File: src/rtl/cam_cap_pkg.sv
package cam_cap_pkg;

  // control/status register bit positions
  localparam int B_EDGE    = 0;
  localparam int B_VSPOL   = 1;
  localparam int B_HSPOL   = 2;
  localparam int B_HBPOL   = 3;
  localparam int B_SYNCSRC = 4;
  localparam int B_WINBYTE = 5;
  localparam int B_FMASK   = 6;
  localparam int B_SMASK   = 7;
  localparam int B_FSIZE   = 8;
  localparam int CFG_W     = 12;
  localparam int B_VALID   = 16;
  localparam int B_OVW     = 17;
  localparam int B_FFLAG   = 18;
  localparam int B_SFLAG   = 19;
  localparam int B_PCLR    = 24;
  localparam int B_SRST    = 25;

  typedef struct packed {
    logic edge_fall;
    logic vs_high;
    logic hs_high;
    logic hb_high;
  } cam_pol_t;

  typedef struct packed {
    logic pclk;
    logic vs;
    logic hs;
    logic hb;
  } cam_strobe_t;

  function automatic logic [10:0] frame_line_px(input logic [3:0] code);
    logic [10:0] px;
    case (code)
      4'd0:    px = 11'd160;
      4'd1:    px = 11'd320;
      4'd2:    px = 11'd320;
      4'd3:    px = 11'd640;
      4'd5:    px = 11'd1280;
      4'd6:    px = 11'd1280;
      4'd7:    px = 11'd176;
      4'd8:    px = 11'd352;
      default: px = 11'd0;
    endcase
    return px;
  endfunction

endpackage

File: src/rtl/cam_sync_front.sv
module cam_sync_front
  import cam_cap_pkg::*;
#(
  parameter int BYTE_W = 8
) (
  input  logic              clk,
  input  logic              rst_n,
  input  logic              clr,
  input  cam_pol_t          pol,
  input  logic              pclk,
  input  logic              vsync,
  input  logic              hsync,
  input  logic              hblank,
  input  logic [BYTE_W-1:0] data,
  output logic              byte_vld,
  output logic [BYTE_W-1:0] byte_data,
  output logic              vs_rise,
  output logic              hb_rise,
  output logic              armed
);

  cam_strobe_t       smp_q, prev_q;
  logic [BYTE_W-1:0] dat_q;
  logic              armed_q, armed_d;
  logic              vs_act, hs_act, hb_act, vs_act_p, hb_act_p, pclk_edge;

  // active levels computed with the current polarity for both samples,
  // so a polarity change never looks like an edge
  always_comb begin
    vs_act    = pol.vs_high ? smp_q.vs  : ~smp_q.vs;
    hs_act    = pol.hs_high ? smp_q.hs  : ~smp_q.hs;
    hb_act    = pol.hb_high ? smp_q.hb  : ~smp_q.hb;
    vs_act_p  = pol.vs_high ? prev_q.vs : ~prev_q.vs;
    hb_act_p  = pol.hb_high ? prev_q.hb : ~prev_q.hb;
    pclk_edge = pol.edge_fall ? (prev_q.pclk & ~smp_q.pclk)
                              : (~prev_q.pclk & smp_q.pclk);
    vs_rise   = vs_act & ~vs_act_p;
    hb_rise   = hb_act & ~hb_act_p;
  end

  always_comb begin
    armed_d = armed_q;
    if (clr)          armed_d = 1'b0;
    else if (vs_rise) armed_d = 1'b1;
  end

  always_ff @(posedge clk or negedge rst_n) begin
    if (!rst_n) begin
      smp_q   <= '0;
      prev_q  <= '0;
      dat_q   <= '0;
      armed_q <= 1'b0;
    end else begin
      smp_q   <= '{pclk: pclk, vs: vsync, hs: hsync, hb: hblank};
      prev_q  <= smp_q;
      dat_q   <= data;
      armed_q <= armed_d;
    end
  end

  assign byte_vld  = armed_q & pclk_edge & hs_act & ~hb_act & ~clr;
  assign byte_data = dat_q;
  assign armed     = armed_q;

  // a soft reset leaves capture disarmed
  assert_swrst_disarms_R13: assert property (@(posedge clk) disable iff (!rst_n)
    clr |=> !armed_q);

  // capture never starts without a vertical-sync edge while idle
  assert_arm_needs_vsync_R2: assert property (@(posedge clk) disable iff (!rst_n)
    $rose(armed_q) |-> $past(vs_rise));

endmodule

File: src/rtl/cam_packer.sv
module cam_packer #(
  parameter int BYTE_W = 8,
  parameter int LANES  = 4
) (
  input  logic                    clk,
  input  logic                    rst_n,
  input  logic                    clr,
  input  logic                    byte_vld,
  input  logic [BYTE_W-1:0]       byte_data,
  output logic                    word_vld,
  output logic [LANES*BYTE_W-1:0] word
);

  localparam int CW = (LANES > 1) ? $clog2(LANES) : 1;

  logic [LANES*BYTE_W-1:0] acc_q, acc_d;
  logic [CW-1:0]           cnt_q, cnt_d;

  for (genvar l = 0; l < LANES; l++) begin : g_lane
    logic hit;
    assign hit = (cnt_q == CW'(l));
    assign word[l*BYTE_W +: BYTE_W]  = hit ? byte_data : acc_q[l*BYTE_W +: BYTE_W];
    assign acc_d[l*BYTE_W +: BYTE_W] = (byte_vld && hit) ? byte_data
                                                         : acc_q[l*BYTE_W +: BYTE_W];
  end

  assign word_vld = byte_vld && (cnt_q == CW'(LANES-1));

  always_comb begin
    cnt_d = cnt_q;
    if (clr)           cnt_d = '0;
    else if (word_vld) cnt_d = '0;
    else if (byte_vld) cnt_d = cnt_q + CW'(1);
  end

  always_ff @(posedge clk or negedge rst_n) begin
    if (!rst_n) begin
      acc_q <= '0;
      cnt_q <= '0;
    end else begin
      acc_q <= acc_d;
      cnt_q <= cnt_d;
    end
  end

  // lane counter never exceeds the last lane
  assert_lane_bound_R5: assert property (@(posedge clk) disable iff (!rst_n)
    cnt_q <= CW'(LANES-1));

endmodule

File: src/rtl/cam_fifo.sv
module cam_fifo #(
  parameter int W     = 32,
  parameter int DEPTH = 16
) (
  input  logic                     clk,
  input  logic                     rst_n,
  input  logic                     clr,
  input  logic                     push,
  input  logic [W-1:0]             wdata,
  input  logic                     pop,
  output logic [W-1:0]             head,
  output logic [$clog2(DEPTH):0]   level,
  output logic                     full,
  output logic                     empty
);

  localparam int AW = $clog2(DEPTH);
  localparam int LW = AW + 1;

  logic [W-1:0]  mem [DEPTH];
  logic [AW-1:0] wptr_q, wptr_d, rptr_q, rptr_d;
  logic [LW-1:0] lvl_q, lvl_d;
  logic          do_push, do_pop;

  assign full    = (lvl_q == LW'(DEPTH));
  assign empty   = (lvl_q == '0);
  assign do_push = push & ~full & ~clr;
  assign do_pop  = pop & ~empty & ~clr;

  always_comb begin
    wptr_d = wptr_q;
    rptr_d = rptr_q;
    lvl_d  = lvl_q;
    if (clr) begin
      wptr_d = '0;
      rptr_d = '0;
      lvl_d  = '0;
    end else begin
      if (do_push) wptr_d = wptr_q + AW'(1);
      if (do_pop)  rptr_d = rptr_q + AW'(1);
      lvl_d = lvl_q + LW'(do_push) - LW'(do_pop);
    end
  end

  always_ff @(posedge clk or negedge rst_n) begin
    if (!rst_n) begin
      wptr_q <= '0;
      rptr_q <= '0;
      lvl_q  <= '0;
    end else begin
      wptr_q <= wptr_d;
      rptr_q <= rptr_d;
      lvl_q  <= lvl_d;
    end
  end

  always_ff @(posedge clk) begin
    if (do_push) mem[wptr_q] <= wdata;
  end

  assign head  = mem[rptr_q];
  assign level = lvl_q;

  // the level never passes the depth
  assert_level_bound_R8: assert property (@(posedge clk) disable iff (!rst_n)
    lvl_q <= LW'(DEPTH));

  // a push into a full FIFO without a pop leaves it full, not wrapped
  assert_full_holds_R8: assert property (@(posedge clk) disable iff (!rst_n)
    (full && push && !pop && !clr) |=> full);

endmodule

File: src/rtl/cam_regs.sv
module cam_regs
  import cam_cap_pkg::*;
#(
  parameter int BYTE_W = 8,
  parameter int LANES  = 4,
  parameter int DEPTH  = 16,
  parameter int ADDR_W = 2
) (
  input  logic                      clk,
  input  logic                      rst_n,
  input  logic                      bus_wr,
  input  logic                      bus_rd,
  input  logic [ADDR_W-1:0]         bus_addr,
  input  logic [LANES*BYTE_W-1:0]   bus_wdata,
  output logic [LANES*BYTE_W-1:0]   bus_rdata,
  input  logic [LANES*BYTE_W-1:0]   fifo_head,
  input  logic [$clog2(DEPTH):0]    fifo_level,
  input  logic                      fifo_full,
  input  logic                      fifo_empty,
  input  logic                      word_vld,
  input  logic                      vs_rise,
  input  logic                      hb_rise,
  output logic                      fifo_pop,
  output logic                      fifo_clr,
  output logic                      soft_rst,
  output cam_pol_t                  pol,
  output logic                      irq,
  output logic [10:0]               line_px
);

  localparam int BUS_W = LANES * BYTE_W;
  localparam int IW    = (LANES > 1) ? $clog2(LANES) : 1;
  localparam int LW    = $clog2(DEPTH) + 1;
  localparam int HALF  = DEPTH / 2;

  logic [CFG_W-1:0] cfg_q, cfg_d;
  logic             ovw_q, ovw_d, fflag_q, fflag_d, sflag_q, sflag_d;
  logic             ge_q, ge_now;
  logic [IW-1:0]    idx_q, idx_d;
  logic             ctrl_wr, win_rd, ptr_clr, sync_evt, ff_evt, win_byte;

  assign ctrl_wr  = bus_wr && (bus_addr == ADDR_W'(0));
  assign soft_rst = ctrl_wr && bus_wdata[B_SRST];
  assign ptr_clr  = ctrl_wr && bus_wdata[B_PCLR];
  assign fifo_clr = soft_rst | ptr_clr;
  assign win_byte = cfg_q[B_WINBYTE];
  assign win_rd   = bus_rd && (bus_addr == ADDR_W'(1)) && !fifo_empty;
  assign fifo_pop = win_rd && (!win_byte || (idx_q == IW'(LANES-1)));
  assign ge_now   = (fifo_level >= LW'(HALF));
  assign ff_evt   = ge_now && !ge_q;
  assign sync_evt = cfg_q[B_SYNCSRC] ? hb_rise : vs_rise;

  always_comb begin
    cfg_d   = ctrl_wr ? bus_wdata[CFG_W-1:0] : cfg_q;

    ovw_d   = ovw_q;
    fflag_d = fflag_q;
    sflag_d = sflag_q;
    if (soft_rst) begin
      ovw_d   = 1'b0;
      fflag_d = 1'b0;
      sflag_d = 1'b0;
    end else begin
      if (word_vld && fifo_full)              ovw_d = 1'b1;
      else if (ctrl_wr && !bus_wdata[B_OVW])  ovw_d = 1'b0;
      if (ff_evt)                             fflag_d = 1'b1;
      else if (ctrl_wr && !bus_wdata[B_FFLAG]) fflag_d = 1'b0;
      if (sync_evt)                           sflag_d = 1'b1;
      else if (ctrl_wr && !bus_wdata[B_SFLAG]) sflag_d = 1'b0;
    end

    idx_d = idx_q;
    if (fifo_clr)                idx_d = '0;
    else if (win_rd && win_byte) idx_d = idx_q + IW'(1);
  end

  always_ff @(posedge clk or negedge rst_n) begin
    if (!rst_n) begin
      cfg_q   <= '0;
      ovw_q   <= 1'b0;
      fflag_q <= 1'b0;
      sflag_q <= 1'b0;
      ge_q    <= 1'b0;
      idx_q   <= '0;
    end else begin
      cfg_q   <= cfg_d;
      ovw_q   <= ovw_d;
      fflag_q <= fflag_d;
      sflag_q <= sflag_d;
      ge_q    <= ge_now;
      idx_q   <= idx_d;
    end
  end

  always_comb begin
    bus_rdata = '0;
    if (bus_addr == ADDR_W'(0)) begin
      bus_rdata[CFG_W-1:0] = cfg_q;
      bus_rdata[B_VALID]   = !fifo_empty;
      bus_rdata[B_OVW]     = ovw_q;
      bus_rdata[B_FFLAG]   = fflag_q;
      bus_rdata[B_SFLAG]   = sflag_q;
    end else if (bus_addr == ADDR_W'(1) && !fifo_empty) begin
      if (win_byte) bus_rdata[BYTE_W-1:0] = fifo_head[idx_q*BYTE_W +: BYTE_W];
      else          bus_rdata             = fifo_head;
    end
  end

  assign pol = '{edge_fall: cfg_q[B_EDGE], vs_high: cfg_q[B_VSPOL],
                 hs_high:   cfg_q[B_HSPOL], hb_high: cfg_q[B_HBPOL]};
  assign irq = (fflag_q & cfg_q[B_FMASK]) | (sflag_q & cfg_q[B_SMASK]);
  assign line_px = frame_line_px(cfg_q[B_FSIZE +: 4]);

  // a pointer clear leaves the FIFO empty
  assert_ptr_clear_R12: assert property (@(posedge clk) disable iff (!rst_n)
    ptr_clr |=> fifo_empty);

  // the overwrite flag only rises after a word met a full FIFO
  assert_ovw_on_full_R8: assert property (@(posedge clk) disable iff (!rst_n)
    $rose(ovw_q) |-> $past(fifo_full));

  // the half flag only rises once the level has reached half
  assert_half_flag_R9: assert property (@(posedge clk) disable iff (!rst_n)
    $rose(fflag_q) |-> ($past(fifo_level) >= LW'(HALF)));

  // with both masks clear the interrupt stays low
  assert_masked_irq_R11: assert property (@(posedge clk) disable iff (!rst_n)
    (!cfg_q[B_FMASK] && !cfg_q[B_SMASK]) |-> !irq);

  // soft reset clears every flag
  assert_swrst_flags_R13: assert property (@(posedge clk) disable iff (!rst_n)
    soft_rst |=> (!ovw_q && !fflag_q && !sflag_q));

endmodule

File: src/rtl/cam_capture_top.sv
module cam_capture_top
  import cam_cap_pkg::*;
#(
  parameter int BYTE_W = 8,
  parameter int LANES  = 4,
  parameter int DEPTH  = 16,
  parameter int ADDR_W = 2
) (
  input  logic                    clk,
  input  logic                    rst_n,
  input  logic                    cam_pclk,
  input  logic                    cam_vsync,
  input  logic                    cam_hsync,
  input  logic                    cam_hblank,
  input  logic [BYTE_W-1:0]       cam_data,
  input  logic                    bus_wr,
  input  logic                    bus_rd,
  input  logic [ADDR_W-1:0]       bus_addr,
  input  logic [LANES*BYTE_W-1:0] bus_wdata,
  output logic [LANES*BYTE_W-1:0] bus_rdata,
  output logic                    irq,
  output logic [10:0]             line_px
);

  localparam int WORD_W = LANES * BYTE_W;
  localparam int LW     = $clog2(DEPTH) + 1;

  logic [1:0]        rst_sync_q;
  logic              rst_int_n;
  logic              byte_vld, word_vld, vs_rise, hb_rise, armed;
  logic [BYTE_W-1:0] byte_data;
  logic [WORD_W-1:0] word, fifo_head;
  logic [LW-1:0]     fifo_level;
  logic              fifo_full, fifo_empty, fifo_pop, fifo_clr, soft_rst;
  cam_pol_t          pol;

  // asynchronous assertion, synchronous release
  always_ff @(posedge clk or negedge rst_n) begin
    if (!rst_n) rst_sync_q <= 2'b00;
    else        rst_sync_q <= {rst_sync_q[0], 1'b1};
  end
  assign rst_int_n = rst_sync_q[1];

  cam_sync_front #(.BYTE_W(BYTE_W)) u_front (
    .clk(clk), .rst_n(rst_int_n), .clr(soft_rst), .pol(pol),
    .pclk(cam_pclk), .vsync(cam_vsync), .hsync(cam_hsync), .hblank(cam_hblank),
    .data(cam_data), .byte_vld(byte_vld), .byte_data(byte_data),
    .vs_rise(vs_rise), .hb_rise(hb_rise), .armed(armed)
  );

  cam_packer #(.BYTE_W(BYTE_W), .LANES(LANES)) u_pack (
    .clk(clk), .rst_n(rst_int_n), .clr(soft_rst),
    .byte_vld(byte_vld), .byte_data(byte_data),
    .word_vld(word_vld), .word(word)
  );

  cam_fifo #(.W(WORD_W), .DEPTH(DEPTH)) u_fifo (
    .clk(clk), .rst_n(rst_int_n), .clr(fifo_clr),
    .push(word_vld), .wdata(word), .pop(fifo_pop),
    .head(fifo_head), .level(fifo_level), .full(fifo_full), .empty(fifo_empty)
  );

  cam_regs #(.BYTE_W(BYTE_W), .LANES(LANES), .DEPTH(DEPTH), .ADDR_W(ADDR_W)) u_regs (
    .clk(clk), .rst_n(rst_int_n),
    .bus_wr(bus_wr), .bus_rd(bus_rd), .bus_addr(bus_addr),
    .bus_wdata(bus_wdata), .bus_rdata(bus_rdata),
    .fifo_head(fifo_head), .fifo_level(fifo_level), .fifo_full(fifo_full),
    .fifo_empty(fifo_empty), .word_vld(word_vld),
    .vs_rise(vs_rise), .hb_rise(hb_rise),
    .fifo_pop(fifo_pop), .fifo_clr(fifo_clr), .soft_rst(soft_rst),
    .pol(pol), .irq(irq), .line_px(line_px)
  );

  // no word is completed while capture is disarmed
  assert_no_word_unarmed_R2: assert property (@(posedge clk) disable iff (!rst_int_n)
    word_vld |-> armed);

endmodule

File: config.mk
export PLATFORM = sky130hd
export DESIGN_NAME = cam_capture_top
export DESIGN_NICKNAME = d
export VERILOG_FILES = /design/src/rtl/cam_cap_pkg.sv /design/src/rtl/cam_sync_front.sv /design/src/rtl/cam_packer.sv /design/src/rtl/cam_fifo.sv /design/src/rtl/cam_regs.sv /design/src/rtl/cam_capture_top.sv
export SDC_FILE = /design/constraint.sdc
export NUM_CORES = 1
export LEC_CHECK = 0
export ABC_AREA = 0
export BUFFER_PORTS_ARGS = -buffer_cell sky130_fd_sc_hd__buf_2
export CORE_MARGIN = 4
export CORE_UTILIZATION = 61
export DETAILED_ROUTE_END_ITERATION = 10
export GPL_TIMING_DRIVEN = 0
export PLACE_DENSITY = 0.77
export SYNTH_ARGS = -nofsm -noshare
export SYNTH_HDL_FRONTEND = slang
export SYNTH_HIERARCHICAL = 1
export SYNTH_SLANG_ARGS = --single-unit
File: constraint.sdc
create_clock -name clk -period 2.9 [get_ports clk]
set_input_delay 0.435 -clock clk [delete_from_list [all_inputs] [get_ports clk]]
set_output_delay 0.435 -clock clk [all_outputs]
set_load 0.01 [all_outputs]
## After elaboration in Yosys (flattened, before gate mapping)

Memories as Yosys holds them, arrays and structs flattened.
Cells that the tools add are included.

- Bits in writable memories: 512
- Memories kept: 2
- Logic and storage cells: 146
- Input bits: 50
- Bits in read-only memories: 112
- Flip-flop bits (word level): 83

- Add/subtract/negate cells: 6
- Magnitude comparators: 1
- Mux-type cells: 41
- Bitwise gates (word level): 30
- Equal/unequal tests: 6
- Reduce and logical (&&, ||, !) cells: 35
- Shifts and indexed selects: 1

Memory list:

| name | depth | width | rd ports | clocked after Yosys merged registers in | write ports | RTL line | source |
|---|---|---|---|---|---|---|---|
| u_fifo.mem | 16 | 32 | 1 | 0 | 1 | cam_fifo.sv:20 | `logic [W-1:0] mem [DEPTH];` |
| (name not given) | 16 | 7 | 1 | 0 | 0 | cam_cap_pkg.sv:37 | `case (code)` |

Operator list:

| operator | count |
|---|---|
| $mux 8 | 5 |
| $mux 32 | 1 |
| $shiftx 32x6->8 | 1 |
| $mux 12 | 2 |
| $mux 24 | 1 |
| $mux 4 | 6 |
| $mux 1 | 20 |
| $logic_and 1x1->1 | 17 |
| $and 1x1->1 | 14 |
| $not 1->1 | 14 |
| $reduce_bool 3->1 | 4 |
| $mux 2 | 5 |
| $add 4x1->4 const B | 2 |
| $reduce_bool 2->1 | 4 |
| $eq 2x2->1 const B | 3 |
| $logic_not 1->1 | 6 |
| $add 5x1->5 | 1 |
| $eq 5x5->1 const B | 1 |
| $ge 5x4->1 const B | 1 |
| $logic_not 5->1 | 1 |
| $mux 5 | 1 |
| $sub 5x1->5 | 1 |
| $add 2x1->2 const B | 2 |
| $eq 2x1->1 const B | 2 |
| other kinds (3) | 5 |

## Logic depth before layout (Yosys ltp)

Gate-level depths: netlist of the first run.

- Word-level depth: 13
- Gate-level depth with buffers: 19
- Mapped depth without buffers: 18

## By module

The synthesis of the first run kept the hierarchy.

Modules (own cells, without submodules):

| module | times used | area an instance (sq um) | sequential area each (sq um) | cells each |
|---|---|---|---|---|
| cam_fifo | 1 | 20040.5 | 15700.1 | 892 |
| cam_packer | 1 | 1720.4 | 850.8 | 118 |
| cam_regs | 1 | 1546.5 | 450.4 | 178 |
| cam_sync_front | 1 | 490.5 | 400.4 | 30 |
| cam_capture_top | 1 | 53.8 | 50.0 | 3 |

## Worst setup path before layout of the first run

Ideal clock, no wire load.

- Kind: input-to-reg
- Start: input bus_addr[0]
- End: memory u_fifo.mem[1][0], enable pin
- Stages on the path: 10
- Path slack: -2.454 ns
- Arrival time: 4.852 ns
- Buffers on the path: 1
- Library setup time: 0.502 ns
- Data required time: 2.398 ns
- Cells stage by stage: nor2_4 and3_1 nand4b_1 a21oi_1 buf_2 nand2_2 inv_1 nor2b_1 nand2_1 nor4_1

- Cells in the longest elaborated chain, start to end: 10

Ends and longest elaborated chain:

| what | RTL line | source |
|---|---|---|
| from (decl) | cam_capture_top.sv:18 | `input logic [ADDR_W-1:0] bus_addr,` |
| $logic_not 2->1 | cam_regs.sv:42 | `assign ctrl_wr = bus_wr && (bus_addr == ADDR_W'(0));` |
| $logic_and 1x1->1 | cam_regs.sv:42 |  |
| $logic_and 1x1->1 | cam_regs.sv:43 | `assign soft_rst = ctrl_wr && bus_wdata[B_SRST];` |
| net soft_rst | cam_capture_top.sv:34 | `logic fifo_full, fifo_empty, fifo_pop, fifo_clr, soft_rst;` |
| $not 1->1 | cam_sync_front.sv:61 | `assign byte_vld = armed_q & pclk_edge & hs_act & ~hb_act & ~clr;` |
| $and 1x1->1 | cam_sync_front.sv:61 |  |
| net byte_vld | cam_capture_top.sv:30 | `logic byte_vld, word_vld, vs_rise, hb_rise, armed;` |
| $logic_and 1x1->1 | cam_packer.sv:27 | `assign word_vld = byte_vld && (cnt_q == CW'(LANES-1));` |
| net word_vld | cam_capture_top.sv:30 |  |
| $and 1x1->1 (2 in series) | cam_fifo.sv:27 | `assign do_push = push & ~full & ~clr;` |
| $mux 1 | cam_fifo.sv:58 | `if (do_push) mem[wptr_q] <= wdata;` |
| $mux 1 (not written as such) | cam_fifo.sv:58 |  |
| to (decl) | cam_fifo.sv:20 |  |

The timed path passes the listed nets, and every way through them passes these cells.

## Final worst setup path of the first run

- Start: register u_fifo.rptr_q[0]
- End: output bus_rdata[7]

- Cells in the longest elaborated chain, start to end: 5

Ends and longest elaborated chain:

| what | RTL line | source |
|---|---|---|
| from (decl) | cam_fifo.sv:21 | `logic [AW-1:0] wptr_q, wptr_d, rptr_q, rptr_d;` |
| from (signal assigned) | cam_fifo.sv:52 | `rptr_q <= rptr_d;` |
| $mem_v2 16x32 | - |  |
| net fifo_head[31] | cam_capture_top.sv:32 | `logic [WORD_W-1:0] word, fifo_head;` |
| $shiftx 32x6->8 | cam_regs.sv:104 | `if (win_byte) bus_rdata[BYTE_W-1:0] = fifo_head[idx_q*BYTE_W +: BYTE_W];` |
| $mux 8 | cam_regs.sv:104 |  |
| $mux 32 | cam_regs.sv:103 | `end else if (bus_addr == ADDR_W'(1) && !fifo_empty) begin` |
| $mux 12 | cam_regs.sv:97 | `if (bus_addr == ADDR_W'(0)) begin` |
| to (decl) | cam_capture_top.sv:20 | `output logic [LANES*BYTE_W-1:0] bus_rdata,` |

The timed path passes the listed nets, and every way through them passes these cells.

==> flow_summary.ini, run 1 <==
[run_status]
status = finished, violations left
violations = setup timing

[power_and_ir_drop]
clockPowerShare_pct = 27.7
p_int_uw = 18610
sw_frac_of_total_pct = 31.25
peakVddDrop_v = 0.0009355
p_leak_uw = 0.01092
p_per_area_nw_per_um2 = 884.4
pwr-share-comb_pct = 31.7
netSwitchingPower_uw = 8461
seq_power_share_pct = 40.6

[setup_path]
endpoint_kind = output pin
path_delay_family = multiplexers
critPathMaxStageDelay_ps = 530
worst_ep_required_time_ps = 2470
r2r-start = u_regs/cfg_q[3]
crit_chain = buf_12 -> buf_12 -> mux4_2 -> a22oi_2 -> nand2_2 -> mux2i_1 -> nand3_1 -> o211ai_1 -> o21ai_1 -> buf_2
crit_fanout = 7
r2r_end = u_fifo/level[4]
cp_num_buf_inv = 3
crit_type = register to output pin
ff2ff_setup_slack_ps = -350
critPathSlowestCell = mux4_2
r2r_cells = 17
crit_path_frequent_cell = buf_12
critical_path_arrival_ps = 3300
critPathLaunchType = register

[synthesis]
ys_warn_count = 6
synthArstFlopShare_pct = 13.95
synth_fa_ha_area_share_pct = 1.028
synth_cell_types = 59
synth-simple-area-share_pct = 3.494
synth_mux_area_share_pct = 16.03
ys_ff_latch = 595
synth_ff_type = edfxtp_1
seq_area_frac_synth_pct = 73.17
synth_top_family_by_area = multiplexers
netlist_area_um2 = 23850
synth_compound_area_share_pct = 3.572
synth-edff-count = 512
syn_area_per_cell_um2 = 19.53
synthXorXnorAreaFrac_pct = 0.4039
syn_inst = 1221

[global_routing]
grtUsageTotal_pct = 34.66
grt_pass1_vias = 14740
grt_pass1_wl_um = 103400
grt_start_max_net_pins = 53
antenna_found_initial = 1
gr-total-overflow = 0

[sta]
fin_tns_setup_ps = -67330
timing.hold.ws_ps = 51.05
finalSetupViolCount = 501
slew_headroom_pct = 40.82
hold_viol = 0
post-route-min-period_ps = 3737
rsz0062_at_grt = true
tightest_slew_ps = 887.7
slew_viol_final = 0
max_freq_mhz = 267.6
layout_worst_path_cycle_share_pct = 128.9
setup_slack_ps = -837.3
clock-skew-final_ps = 30.70

[floorplan]
start_util_pct = 61.72
core_area_um2 = 38650
die_area_um2 = 42330
die_h_um = 205.7
ios = 94
dieWidth_um = 205.7
num_rows = 72

[clocking]
insertion_delay_ps = 620
clk_path_buf_depth = 3
numCtsBuffers = 56
h-tree-depth = 2
clock_sinks = 595
cts_tree = yes
clk_pin_slew_ps = 60
cts_root_buffer = clkbuf_16

[detailed_routing]
wl_per_cell_um = 37.63
drtIter0Drc = 3011
routed_via_density = 7.196
vias = 15410
drcViolationCount = 0
drtPass1Iterations = 7
antenna_left = 0
drt_wl_total_um = 80560

[final_layout]
final_util_pct = 79.20
nFillCells = 1630
area_growth_pct = 28.33
fin_cells = 2141
drive_above_1_share_pct = 49.29
finalNetCount = 1645

[place]
place.port_buffers = 74
dp.cells = 1837
gp_congestion = 0.8903
hpwl_um = 36400

[min_path]
hold_end = u_regs/cfg_q[6]
hp-start = bus_wdata[6]
hold_path.class = primary input to register
hold_depth = 2

[flow_run]
cap_violations = 0
placed cells by master (no fill, tap or decap), types with 5 or more instances in the layout:
cell           instances
clkbuf_1              14
conb_1                 5
clkbuf_4               5
nand3_1               11
buf_2                 64
and2_4                31
o21ai_0                7
nand2_2               33
clkinv_2              15
buf_6                 69
buf_12                64
edfxtp_1             512
dfrtp_1               78
mux2_2                71
buf_4                 99
nor2_4                 6
inv_1                 21
clkbuf_16             64
a22oi_1               26
dlygate4sd3_1         13
mux2_4                 6
buf_16                 9
mux4_2               128
clkbuf_2              13
bufinv_16              6
a21oi_1                6
a22o_1                 8
ha_1                  15
nand2_1               20
mux2i_1                5
xor2_1                 7
nor2_1                20
o21ai_1                8
a22oi_2               38
inv_2                  9
clkinv_1              11
a31oi_1                5
buf_8                  9
Yosys cell counts, types with 3 or more instances:
cell type,instances,area [µm²]
clkbuf_1,25,93.84
edfxtp_1,512,15370
and3_1,3,18.77
mux4_2,128,2883
nand2_1,54,202.7
a21oi_1,10,50.05
nand2b_1,3,18.77
o221ai_1,5,43.79
buf_2,10,50.05
mux2_2,71,799.5
o21ai_1,3,15.01
ha_1,18,225.2
buf_1,9,33.78
nand2_2,4,25.02
nor3b_1,5,37.54
inv_1,33,123.9
buf_6,7,78.83
dfrtp_1,83,2077
nor2b_1,6,37.54
a22oi_1,64,480.5
and2_1,25,156.4
mux2_4,6,90.09
mux2i_1,5,50.05
a22o_1,8,70.07
nor2_1,26,97.59
o21ai_0,12,60.06
buf_4,21,157.7
a31oi_1,6,37.54
xor2_1,8,70.07
nor4_1,4,25.02
xnor2_1,3,26.28
nand3_1,11,55.05
per-stage QoR:
step | total power [µW] | setup slack (ps) | area [µm²]
floorplan | 15130 | -169.3 | 24000
global placement | 16780 | -1984 | 25020
detailed placement | 17000 | -1084 | 25410
CTS | 25550 | -504.9 | 29540
global route | 27620 | -775.6 | 30600
finish | 27070 | -837.3 | 30610
flip-flops by register name, summed over array words and instances (netlist names):
signal	cells
u_pack/acc_q	32
u_front/smp_q	4
u_regs/ovw_q	1
u_regs/ge_q	1
u_fifo/level	5
u_regs/fflag_q	1
u_front/armed	1
u_front/byte_data	8
rst_sync_q	2
u_fifo/rptr_q	4
u_regs/sflag_q	1
u_front/prev_q	3
u_fifo/wptr_q	4
u_regs/idx_q	2
u_fifo/mem	512
u_pack/cnt_q	2
u_regs/cfg_q	12
final cells by class:
type                    instances  area, µm²  area share, %
diodes                          2      5.005        0.01635
plain buffers                  67      644.4          2.105
clock buffers                  65       1456          4.758
clock inverters                38      345.3          1.128
inverters                      33      136.4         0.4456
multi-input cells             531       6608          21.59
flip-flops and latches        595      17460          57.05
well taps                     518      648.1          2.117
repair buffers                292       3304          10.80
metal layers:
layer | global-route usage (%) | vias to the layer above | routed length, µm
li1 | - | 5628 | -
met1 | 45.76 | 7702 | 25430
met2 | 54.90 | 1647 | 38280
met3 | 8.763 | 427 | 10690
met4 | 16.77 | 2 | 6153
met5 | 0 | - | 11
worst max-delay path by stage:
stage / slack, ps / to / start / depth (start not counted)
2_1_floorplan: -170 / u_fifo/level[4] / u_fifo/level[3] / 19
3_3_place_gp: -1980 / u_fifo/mem[0][9] / bus_addr[1] / 11
3_5_place_dp: -1080 / u_fifo/mem[10][12] / bus_addr[1] / 12
4_1_cts: -500 / bus_rdata[2] / u_fifo/rptr_q[0] / 11
5_1_grt: -780 / bus_rdata[7] / u_fifo/rptr_q[0] / 10
6_report: -840 / bus_rdata[7] / u_fifo/rptr_q[0] / 10
power groups by stage:
stage | Combinational, µW | Sequential [µW] | Clock [µW]
6_report | 8590 | 11000 | 7500
5_1_grt | 8770 | 11000 | 7860
4_1_cts | 7350 | 10900 | 7290
3_5_place_dp | 5940 | 11100 | 0
3_3_place_gp | 5730 | 11100 | 0
2_1_floorplan | 4160 | 11000 | 0
worst register-to-register path, stage by stage (launching register included):
cell,delay [ps]
dfrtp_2,470
xor2_2,220
nand4b_1,220
a21oi_2,230
buf_6,160
nand2_8,70
inv_8,80
nor2b_4,220
nand2_8,90
ha_4,270
inv_4,50
ha_4,120
inv_2,40
fa_2,370
nor2b_4,170
o21bai_2,100
nand3_1,100
nor3b_2,190
cell families (layout without fill, tap and decap cells):
| group | Yosys count | count (layout) |
|---|---|---|
| AOI/OAI and AO/OA | 120 | 120 |
| muxes | 210 | 210 |
| and+or+nand+nor | 158 | 166 |
| buffers and inverters | 106 | 495 |
| DFF | 595 | 595 |
| xor gates and xnor gates | 11 | 11 |
| adders and majority gates | 19 | 19 |
| other | 2 | 7 |
what timing repair did:
action / in CTS / in global routing
endpoints found under the hold margin: 14 / 0
hold buffers: 13 / 0
buffers inserted: 105 / 73
cloned: 13 / 8
gates resized for setup: 260 / 82
pin swaps: 69 / 55
setup endpoints to repair: 545 / 416
Power figures use the tool's default switching activity.
==> run 2: changes to the inputs <==
--- a/config.mk
+++ b/config.mk
@@ -14,5 +14,4 @@
 export PLACE_DENSITY = 0.77
 export SYNTH_ARGS = -nofsm -noshare
 export SYNTH_HDL_FRONTEND = slang
-export SYNTH_HIERARCHICAL = 1
 export SYNTH_SLANG_ARGS = --single-unit
==> run 2 against run 1 <==
Sequential power hardly changed. Clock power is 1% lower. Register-to-register slack improved by 40 ps. Critical path type unchanged. The flow still finishes with violations (setup timing). Sequential cell count unchanged. Largest cell class unchanged. Hold slack worse by 40 ps. First-iteration DRC count shrank 18%.
==> flow_summary.ini, run 2 <==
[sta]
hold_viol = 0
timing.hold.ws_ps = 10.83
max_freq_mhz = 273.2
finalSetupViolCount = 34
rsz0062_at_grt = true
clock-skew-final_ps = 26.49
slew_viol_final = 0
tightest_slew_ps = 836.4
setup_slack_ps = -760.0
layout_worst_path_cycle_share_pct = 126.2
post-route-min-period_ps = 3660
slew_headroom_pct = 44.03

[final_layout]
multi_input_area_um2 = 6960
final_util_pct = 76.00
largest-register = u_fifo.mem
drive_above_1_share_pct = 37.59
largest_reg_flops = 512
area_growth_pct = 22.36
fin_cells = 2100
fin_area_um2 = 29580
finalNetCount = 1603
nFillCells = 2030
layout_common_cells = edfxtp_1, mux4_2, dfrtp_1
final_common_cell = edfxtp_1
reg_top3 = u_fifo.mem x512, u_pack.acc_q x32, u_regs.cfg_q x12
regArea_um2 = 17460

[run_status]
status = finished, violations left
violations = setup timing

[setup_path]
worst_ep_required_time_ps = 2470
endpoint_kind = output pin
crit_type = register to output pin
cp_num_buf_inv = 4
crit_chain = buf_6 -> buf_12 -> buf_12 -> mux4_2 -> mux4_2 -> a22oi_2 -> nand4_1 -> buf_2
crit_fanout = 6
critical_path_arrival_ps = 3230
critPathLaunchType = register
critPathMaxStageDelay_ps = 620
path_delay_family = multiplexers
critPathSlowestCell = mux4_2

[detailed_routing]
wl_per_cell_um = 34.75
drcViolationCount = 0
drt_wl_total_um = 72970
drtPass1Iterations = 6
vias = 14640
drtIter0Drc = 2461
antenna_left = 0
routed_via_density = 6.969

[power_and_ir_drop]
peakVddDrop_v = 0.0007654
p_per_area_nw_per_um2 = 899.4
p_leak_uw = 0.01045

[place]
placed_area_um2 = 25800
gp_congestion = 0.9700
place.port_buffers = 74
preCtsSetupSlack_ps = -1038
hpwl_um = 41230
dp.cells = 1910

[clocking]
clock_sinks = 595
h-tree-depth = 2
numCtsBuffers = 57
insertion_delay_ps = 610
clk_pin_slew_ps = 60
clk_path_buf_depth = 3
cts_tree = yes
cts_root_buffer = clkbuf_16

[global_routing]
grtUsageTotal_pct = 32.58
grt_pass1_vias = 14550
gr-total-overflow = 0
grt_pass1_wl_um = 101300
antenna_found_initial = 3
grt_start_max_net_pins = 63

[floorplan]
ios = 94
die_area_um2 = 42880
start_util_pct = 62.11
die_h_um = 207.1
core_area_um2 = 38920
num_rows = 72
dieWidth_um = 207.1

[synthesis]
synthTopCellsByArea = edfxtp_1, mux4_2, dfrtp_1
ys_ff_latch = 595
yosysMostFrequentCell = edfxtp_1
synth-edff-count = 512
ys_warn_count = 0
synthArstFlopShare_pct = 13.95
synth_top_area_cell = edfxtp_1
synth_top_area_share_pct = 63.60
seq_area_frac_synth_pct = 72.19
syn_inst = 1295
synth_ff_type = edfxtp_1
syn_area_per_cell_um2 = 18.67
synth_common_cells = edfxtp_1, mux4_2, nand2_1
synth_cell_types = 65
netlist_area_um2 = 24170

[min_path]
hold_path.class = primary input to register

[flow_run]
cap_violations = 0
-- run 2: cell count changes after synthesis, moves of 12 or more --
cell     before  now
inv_1        33   18
nand2_1      54   84
a22oi_1      64   28
mux2i_1       5   51
and2_1       25   11
nand4_1       1   13
nor2_1       26   45
-- run 2: worst paths after layout --
path | startpoint | to | slack, ps | depth (start not counted)
worst max-delay path | u_fifo.rptr_q[0] | bus_rdata[4] | -760 | 8
worst min-delay path | bus_wdata[0] | u_regs.cfg_q[0] | 10 | 3
worst max register to register | u_fifo.level[2] | u_fifo.level[4] | -310 | 16
worst min register to register | rst_sync_q[1] | u_front.byte_data[6] | 230 | 0
max in group asynchronous | rst_sync_q[1] | u_pack.acc_q[24] | 2000 | 1
min in group asynchronous | rst_n | rst_sync_q[1] | 130 | 2
-- run 2: repair_timing --
action,in CTS,in global routing
hold buffers,13,0
pin swaps,41,27
gates cloned,3,5
resized for setup,173,81
buffers inserted,51,15
hold endpoints to repair,14,0
setup endpoints to repair,548,99
-- run 2: logic make-up (layout without fill, tap and decap cells) --
logic type	after synthesis	in the layout	share of synthesized area, %
AOI/OAI and AO/OA	118	118	3.483
buffers and inverters	89	369	1.863
adders and majority gates	21	21	1.118
DFF	595	595	72.19
muxes	246	246	16.79
other	2	7	0.03107
and+or+nand+nor	215	217	4.198
xor gates and xnor gates	9	9	0.3261
-- run 2: final cells by class --
| cell class | count | area share (%) |
|---|---|---|
| Antenna cell | 2 | 0.01692 |
| Multi-Input combinational cell | 616 | 23.53 |
| Sequential cell | 595 | 59.02 |
| Tap cell | 518 | 2.191 |
| Clock buffer | 75 | 5.186 |
| Timing Repair Buffer | 176 | 6.341 |
| Clock inverter | 32 | 1.015 |
| Inverter | 21 | 0.3215 |
| Buffer | 65 | 2.377 |
-- run 2: routing by layer --
metal  vias up  GRT usage (%)  share of wire (%)
li1       5674              -                  -
met4         4          13.91                5.2
met2      1259          50.37                 47
met1      7455          45.74                 35
met5         -              0               0.21
met3       243          7.428                 12
-- run 2: per-stage QoR --
| stage | setup TNS (ps) | total power, µW |
|---|---|---|
| after floorplan | -156450 | 15330 |
| after global placement | -1303220 | 17240 |
| after detailed placement | -350130 | 17460 |
| after CTS | -14720 | 25660 |
| after global routing | -16810 | 27340 |
| final | -15230 | 26600 |
-- run 2: worst reg2reg max path: cells and delay by family (launching register included) --
kind / cells / cell delay, ps
AO/OA/AOI/OAI: 3 / 480
buffers and inverters: 6 / 530
AND/OR/NAND/NOR: 3 / 900
flip-flops: 1 / 400
adder cells (fa/ha/maj): 4 / 800
-- run 2: power by group --
| part | internal, µW | leakage (µW) | switching [µW] |
|---|---|---|---|
| logic | 3660 | 0.00373 | 4780 |
| registers | 10500 | 0.00583 | 257 |
| clock network | 4180 | 0.000892 | 3230 |
| total | 18300 | 0.0105 | 8270 |
